===== config.mk =====
export PLATFORM = sky130hd
export DESIGN_NAME = uart_stat_reg
export DESIGN_NICKNAME = d
export VERILOG_FILES = /design/src/rtl/uart_stat_pkg.sv /design/src/rtl/usr_bus_dec.sv /design/src/rtl/usr_rx_check.sv /design/src/rtl/uart_stat_reg.sv
export SDC_FILE = /design/constraint.sdc
export NUM_CORES = 1
export LEC_CHECK = 0
export BUFFER_PORTS_ARGS = -buffer_cell sky130_fd_sc_hd__buf_4
export CAP_MARGIN = 0
export CORE_MARGIN = 10
export CORE_UTILIZATION = 36
export DETAILED_ROUTE_END_ITERATION = 8
export PLACE_DENSITY = 0.74
export SLEW_MARGIN = 10
export SYNTH_ARGS = -nofsm -noshare
export SYNTH_HDL_FRONTEND = slang
export SYNTH_SLANG_ARGS = --single-unit

===== constraint.sdc =====
create_clock -name clk -period 1.4 [get_ports clk]
set_clock_uncertainty 0.1 [all_clocks]
set_input_delay 0 -clock clk [delete_from_list [all_inputs] [get_ports clk]]
set_output_delay 0 -clock clk [all_outputs]
set_load 0.02 [all_outputs]

===== src/rtl/uart_stat_pkg.sv =====
package uart_stat_pkg;
    localparam int B_TDE  = 7;
    localparam int B_RDF  = 6;
    localparam int B_OVR  = 5;
    localparam int B_FRM  = 4;
    localparam int B_PAR  = 3;
    localparam int B_TEND = 2;
    localparam int B_MPR  = 1;
    localparam int B_MPT  = 0;
    localparam logic [7:0] RST_VAL  = 8'h84;
    localparam logic [7:0] ARM_MASK = 8'hF8;

    typedef struct packed {
        logic [7:0] flags;
        logic [7:0] armed;
    } stat_state_t;
endpackage


===== src/rtl/usr_bus_dec.sv =====
module usr_bus_dec #(
    parameter int          ADDR_W = 8,
    parameter logic [ADDR_W-1:0] OFFSET = 'hAC
) (
    input  logic              sel,
    input  logic              rd,
    input  logic              wr,
    input  logic [ADDR_W-1:0] addr,
    output logic              rd_hit,
    output logic              wr_hit
);
    logic match;
    always_comb begin
        match  = sel && (addr == OFFSET);
        rd_hit = match && rd;
        wr_hit = match && wr;
    end
endmodule


===== src/rtl/usr_rx_check.sv =====
module usr_rx_check #(
    parameter int DATA_W = 8
) (
    input  logic              done,
    input  logic [DATA_W-1:0] data,
    input  logic              par_bit,
    input  logic              stop_bit,
    input  logic              par_en,
    input  logic              par_odd,
    output logic              frm_err,
    output logic              par_err
);
    logic ones_odd;
    always_comb begin
        ones_odd = ^{data, par_bit};
        frm_err  = done && !stop_bit;
        par_err  = done && par_en && (ones_odd != par_odd);
    end
endmodule


===== src/rtl/uart_stat_reg.sv =====
module uart_stat_reg
    import uart_stat_pkg::*;
#(
    parameter int ADDR_W = 8,
    parameter int DATA_W = 8,
    parameter logic [ADDR_W-1:0] REG_OFFSET = 'hAC
) (
    input  logic              clk,
    input  logic              rst_n,
    input  logic              bus_sel,
    input  logic              bus_rd,
    input  logic              bus_wr,
    input  logic [ADDR_W-1:0] bus_addr,
    input  logic [7:0]        bus_wdata,
    output logic [7:0]        bus_rdata,
    input  logic              tx_data_wr,
    input  logic              tx_load,
    input  logic              tx_last_bit,
    input  logic              tx_en_clr,
    input  logic              rx_done,
    input  logic [DATA_W-1:0] rx_data,
    input  logic              rx_par_bit,
    input  logic              rx_stop_bit,
    input  logic              rx_mpb,
    input  logic              par_en,
    input  logic              par_odd,
    input  logic              rx_data_rd,
    output logic [7:0]        flags_o
);
    stat_state_t st_d, st_q;
    logic rd_hit, wr_hit, frm_err, par_err;
    logic [7:0] sw_clr;
    logic tde_set, tde_clr, tend_set, rdf_set, ovr_set, rx_blocked;

    usr_bus_dec #(.ADDR_W(ADDR_W), .OFFSET(REG_OFFSET)) dec_i (
        .sel(bus_sel), .rd(bus_rd), .wr(bus_wr), .addr(bus_addr),
        .rd_hit(rd_hit), .wr_hit(wr_hit)
    );

    usr_rx_check #(.DATA_W(DATA_W)) chk_i (
        .done(rx_done), .data(rx_data), .par_bit(rx_par_bit),
        .stop_bit(rx_stop_bit), .par_en(par_en), .par_odd(par_odd),
        .frm_err(frm_err), .par_err(par_err)
    );

    always_comb begin
        st_d       = st_q;
        sw_clr     = wr_hit ? (st_q.armed & ~bus_wdata) : 8'h00;
        tde_set    = tx_en_clr || tx_load;
        tde_clr    = sw_clr[B_TDE] || tx_data_wr;
        tend_set   = tx_en_clr || (tx_last_bit && st_q.flags[B_TDE]);
        rx_blocked = st_q.flags[B_OVR] || st_q.flags[B_FRM];
        rdf_set    = rx_done && !frm_err && !par_err
                     && !st_q.flags[B_RDF] && !rx_blocked;
        ovr_set    = rx_done && st_q.flags[B_RDF];

        if (rd_hit)
            st_d.armed = st_q.armed | (st_q.flags & ARM_MASK);
        if (wr_hit) begin
            st_d.armed        = 8'h00;
            st_d.flags[B_MPT] = bus_wdata[B_MPT];
        end

        if (tde_set)      st_d.flags[B_TDE] = 1'b1;
        else if (tde_clr) st_d.flags[B_TDE] = 1'b0;

        if (tend_set)
            st_d.flags[B_TEND] = 1'b1;
        else if (tde_clr && !tde_set && st_q.flags[B_TDE])
            st_d.flags[B_TEND] = 1'b0;

        if (rdf_set) begin
            st_d.flags[B_RDF] = 1'b1;
            st_d.flags[B_MPR] = rx_mpb;
        end else if (sw_clr[B_RDF] || rx_data_rd) begin
            st_d.flags[B_RDF] = 1'b0;
        end

        if (ovr_set)            st_d.flags[B_OVR] = 1'b1;
        else if (sw_clr[B_OVR]) st_d.flags[B_OVR] = 1'b0;

        if (frm_err)            st_d.flags[B_FRM] = 1'b1;
        else if (sw_clr[B_FRM]) st_d.flags[B_FRM] = 1'b0;

        if (par_err)            st_d.flags[B_PAR] = 1'b1;
        else if (sw_clr[B_PAR]) st_d.flags[B_PAR] = 1'b0;
    end

    always_ff @(posedge clk) begin
        if (!rst_n) begin
            st_q.flags <= RST_VAL;
            st_q.armed <= 8'h00;
        end else begin
            st_q <= st_d;
        end
    end

    always_comb begin
        flags_o   = st_q.flags;
        bus_rdata = rd_hit ? st_q.flags : 8'h00;
    end
endmodule


# Word-level counts from Yosys, hierarchy flattened
# Index checks and enable logic that the tools add are counted.
[op_classes] reduce_logical=33 n_bitwise=4 mux=10 eq_ne=2
[op_table] op="2-to-1 mux 8 bit" n=2
[op_table] op="logical AND 1 bit" n=14
[op_table] op="XOR reduction 9 bit" n=1
[op_table] op="bitwise AND 8 bit" n=1
[op_table] op="== test 8 bit, second input constant" n=1
[op_table] op="2-to-1 mux 1 bit" n=8
[op_table] op="inverter 8 bit" n=1
[op_table] op="bitwise OR 8 bit" n=1
[op_table] op="nonzero test 2 bit" n=4
[op_table] op="logical NOT 1 bit" n=6
[op_table] op="OR reduction 2 bit" n=3
[op_table] op="logical OR 1 bit" n=5
[op_table] op="!= test 1 bit" n=1
[op_table] op="inverter 1 bit" n=1
[totals] elab_cells=58 register_bits=16 in_bits=40

# Longest topological paths before layout
[logic_depth] word_depth=8 mapped_depth=5 depth_no_buf=5

# By module
# From an unflattened synthesis, not the netlist that was laid out.
[hier_totals] hier_cells=84 hier_area_um2=737.0
[by_module_without_submodules] module="uart_stat_reg" instances=1 seq_area_each_um2=260.2 cells_per_inst=68 area_each_um2=590.6
[by_module_without_submodules] module="usr_rx_check" instances=1 seq_area_each_um2=0.0 cells_per_inst=10 area_each_um2=103.8
[by_module_without_submodules] module="usr_bus_dec" instances=1 seq_area_each_um2=0.0 cells_per_inst=6 area_each_um2=42.5

# Worst setup path before layout
# OpenSTA, ideal clock, no wires.
[synth_timing] path_type="register -> register" start="register st_q (netlist bit flags_o[6])" end="register st_q (netlist bit flags_o[1])" setup_ns=0.120 stages_incl_launch_ff=4 arrival_time_ns=1.225 slack_ns=-0.045 synth_period_minus_slack_ns=1.445 path_buffers=0 cell_sequence="dfxtp_1 -> nor4_1 -> o21ai_0 -> o31a_1"
[synth_between] elab_chain_len=3
[synth_rtl] element="from (decl)" line="uart_stat_reg.sv:30" source="stat_state_t st_d, st_q;"
[synth_rtl] element="from (signal assigned)" line="uart_stat_reg.sv:94" source="st_q <= st_d;"
[synth_rtl] element="logical NOT 1 bit" line="uart_stat_reg.sv:54" source="&& !st_q.flags[B_RDF] && !rx_blocked;"
[synth_rtl] element="logical AND 1 bit (2 in a row)" line="uart_stat_reg.sv:54"
# Every way passes these cells.
# A chain may end at the register's enable or synchronous reset.

# Final worst setup path
[layout_timing] start="input rx_stop_bit" end="register st_q (netlist bit flags_o[4])"
[layout_between] elab_chain_len=3
[layout_rtl] element="from (decl)" line="uart_stat_reg.sv:23" source="input logic rx_stop_bit,"
[layout_rtl] element="logical NOT 1 bit (*)" line="usr_rx_check.sv:16" source="frm_err = done && !stop_bit;"
[layout_rtl] element="logical AND 1 bit (*)" line="usr_rx_check.sv:16"
[layout_rtl] element="2-to-1 mux 1 bit / nonzero test 2 bit (equally long branches)"
# Mark *: on every way between the ends. The rest lies on a longest branch, timed or not.

==> impl_metrics.tcl <==
set metrics [dict create \
    clock_latency_ns 0.27 \
    post-place-ws_ns -0.0435 \
    regArea_um2 260 \
    power-per-cell-area_nw_per_um2 675 \
    row_count 17 \
    ios 56 \
    crit_type "in2reg" \
    antenna_left 0 \
    min_path_type "in2reg" \
    ys_seq_elements 13 \
    drv_slew 0 \
    hold_end "flags_o[5]" \
    worst_r2r_endpoint "flags_o[1]" \
    grt_pass1_vias 941 \
    rr_startpoint "flags_o[5]" \
    critPathMaxStageDelay_ns 0.55 \
    via_per_inst 4.72 \
    cp_data_required_time_ns 1.51 \
    endpoint_kind "flip-flop" \
    place.gp.congestion 0.761 \
    crit_top_cell "dlygate4sd3_1" \
    syn_to_final_growth_pct 68.2 \
    synth-main-ff-cell "dfxtp_1" \
    firstDrtPassIters 2 \
    drive_gt1_share_pct 42.3 \
    grt_max_degree 9 \
    setup_ws_ns 0.0391 \
    core-area_um2 2170 \
    grt_use_total_pct 12.2 \
    detail_route.wirelength_mm 2.81 \
    cp_top_family "buffers and inverters" \
    cts-root-buf "clkbuf_4" \
    status "finished, final reports clean" \
    min_path_cells 4 \
    num-fill-cells 193 \
    grt_pass1_wl_mm 4.30 \
    die_w_um 67.4 \
    cts_sinks 13 \
    max-slew-margin-rel_pct 74.5 \
    cts_tree "built" \
    r2r_setup_slack_ns 0.09 \
    drt_iter0_drc 21 \
    finalCritPeriodShare_pct 97.2 \
    die_h_um 67.4 \
    reg2regPathDepth 3 \
    tightest_slew_ns 0.381 \
    min_from "bus_wdata[5]" \
    cp.buffers_inverters 3 \
    yosysWarningCount 0 \
    netlist-cell-type-count 31 \
    rsz0062_at_grt "no" \
    post-route-drc-count 0 \
    syn-instance-count 93 \
    critical_path_arrival_ns 1.47 \
    power_leakage_nw 0.619 \
    layout.nets 197 \
    avgSynthCellArea_um2 8.70 \
    max_cap_viol_count 0 \
    synth_nets 133 \
    critical_path.slowest_cell "dlygate4sd3_1" \
    cts_buffers 3 \
    critPathMaxFanout 2 \
    layout_min_cycle_time_ns 1.36 \
    hpwl_mm 2.08 \
    clock.fmax_mhz 735 \
    antenna_found_initial 0 \
    grt_overflow 0 \
    synth-edff-count 0 \
    vias 874 \
    cts_max_path_buffers 2 \
    cp-start-kind "input port" \
    final_core_util_pct 62.7 \
    ys_async_sr_fraction_pct 0 \
    ir_worst_vdd_v 0.000565 \
    cp_cell_sequence "dlygate4sd3_1, buf_4, nand2b_1, dlygate4sd3_1, a21oi_1" \
    clk_pin_slew_ns 0.08 \
    multi_input_area_um2 497 \
    finalSetupTns_ns 0 \
    die_area_um2 4550 \
    cts.htree.levels 1 \
    io_buffer_count 53 \
    ys_seq_area_share_pct 32.1 \
    hold_viol_final 0 \
    setup_violations 0 \
    wl_per_cell_um 15.2 \
    syn_area_um2 810 \
    initial_utilization_pct 37.3 \
]
through the flow:
step | cell area (µm²) | hold slack, ns | total power, W | instances
final | 1360 | 0.00718 | 0.000919 | 185
after detailed placement | 1200 | 0.104 | 0.000664 | 168
after global routing | 1360 | 0.0424 | 0.000964 | 184
after CTS | 1350 | 0.00102 | 0.000917 | 184
after floorplan | 816 | -0.00565 | 0.000549 | 93
after global placement | 1200 | 0.0905 | 0.000656 | 168
flip-flops by register name, indices dropped and copies added (netlist names):
register / flops
st_q: 5
flags_o: 8
layer usage:
layer	vias up	track usage [%]	share of wire, %
met3	4	3.97	4.6
li1	443	-	-
met2	19	23.6	59
met4	0	4.62	1.0
met5	-	0	0
met1	408	11.6	35
worst max-delay path by stage:
| stage | slack, ns | from | endpoint | cells past startpoint |
|---|---|---|---|---|
| final | 0.04 | rx_stop_bit | flags_o[4] | 5 |
| after global routing | 0.01 | rx_stop_bit | flags_o[4] | 5 |
| after CTS | 0.003 | flags_o[5] | flags_o[1] | 3 |
| after detailed placement | -0.04 | rx_data[4] | flags_o[6] | 6 |
| after global placement | 0.002 | rx_data[4] | flags_o[6] | 6 |
| after floorplan | 0.07 | flags_o[6] | flags_o[1] | 3 |
cell usage in the layout, fill, tap and decap left out, drive strengths merged, types with 2 or more instances in the layout:
cell | synthesis | layout
nand2 | 5 | 5
inv | 2 | 2
nand2b | 4 | 4
clkbuf | 0 | 4
xnor2 | 6 | 6
and2 | 10 | 10
dlygate4sd3 | 0 | 12
buf | 8 | 55
nor3b | 3 | 3
dfxtp | 13 | 13
a21oi | 2 | 2
nor2 | 14 | 14
o21ai | 7 | 7
nand3 | 2 | 2
nand4 | 2 | 2
cells in the mapped netlist (2+ instances only):
master / number / share of area (%)
buf_4: 8 / 7.4
and2_1: 9 / 7.0
inv_1: 2 / 0.93
nand3_1: 2 / 1.2
a21oi_1: 2 / 1.2
nor2_1: 14 / 6.5
xnor2_1: 6 / 6.5
dfxtp_1: 13 / 32
nor3b_1: 2 / 1.9
o21ai_0: 7 / 4.3
nand2_1: 5 / 2.3
nand2b_1: 4 / 3.1
power breakdown:
part           total (W)  leakage (nW)  internal [W]  switching (W)
sequential      0.000398         0.106      0.000384      0.0000137
clock           0.000228        0.0150      0.000110       0.000117
combinational   0.000293         0.499      0.000174       0.000119
total           0.000919         0.619      0.000669       0.000250
layout make-up:
type	instances	share of cell area, %
Timing Repair Buffer	67	39.2
Multi-Input combinational cell	70	36.5
Sequential cell	13	19.1
Tap cell	28	2.57
Clock buffer	4	1.93
Inverter	2	0.551
Antenna cell	1	0.184
timing repair:
action | CTS | global route
hold buffers | 12 | 0
endpoints found under the setup margin | 0 | 1
buffers inserted | 0 | 0
gates resized for setup | 0 | 3
hold endpoints to repair | 8 | 0
worst min-delay path, stage by stage:
cell and delay (ns):
buf_4 0.07, nand2b_1 0.08, o21ai_0 0.06, a21oi_1 0.13
kinds of logic (layout without fill, tap and decap cells):
family,Yosys count,after routing,synth area share (%)
other,0,1,0
muxes,1,1,1.24
AOI/OAI and AO/OA,15,15,11.9
and+or+nand+nor,46,46,35.9
xor gates and xnor gates,8,8,10.5
DFF,13,13,32.1
buffers and inverters,10,73,8.35
Power figures use the tool's default switching activity.
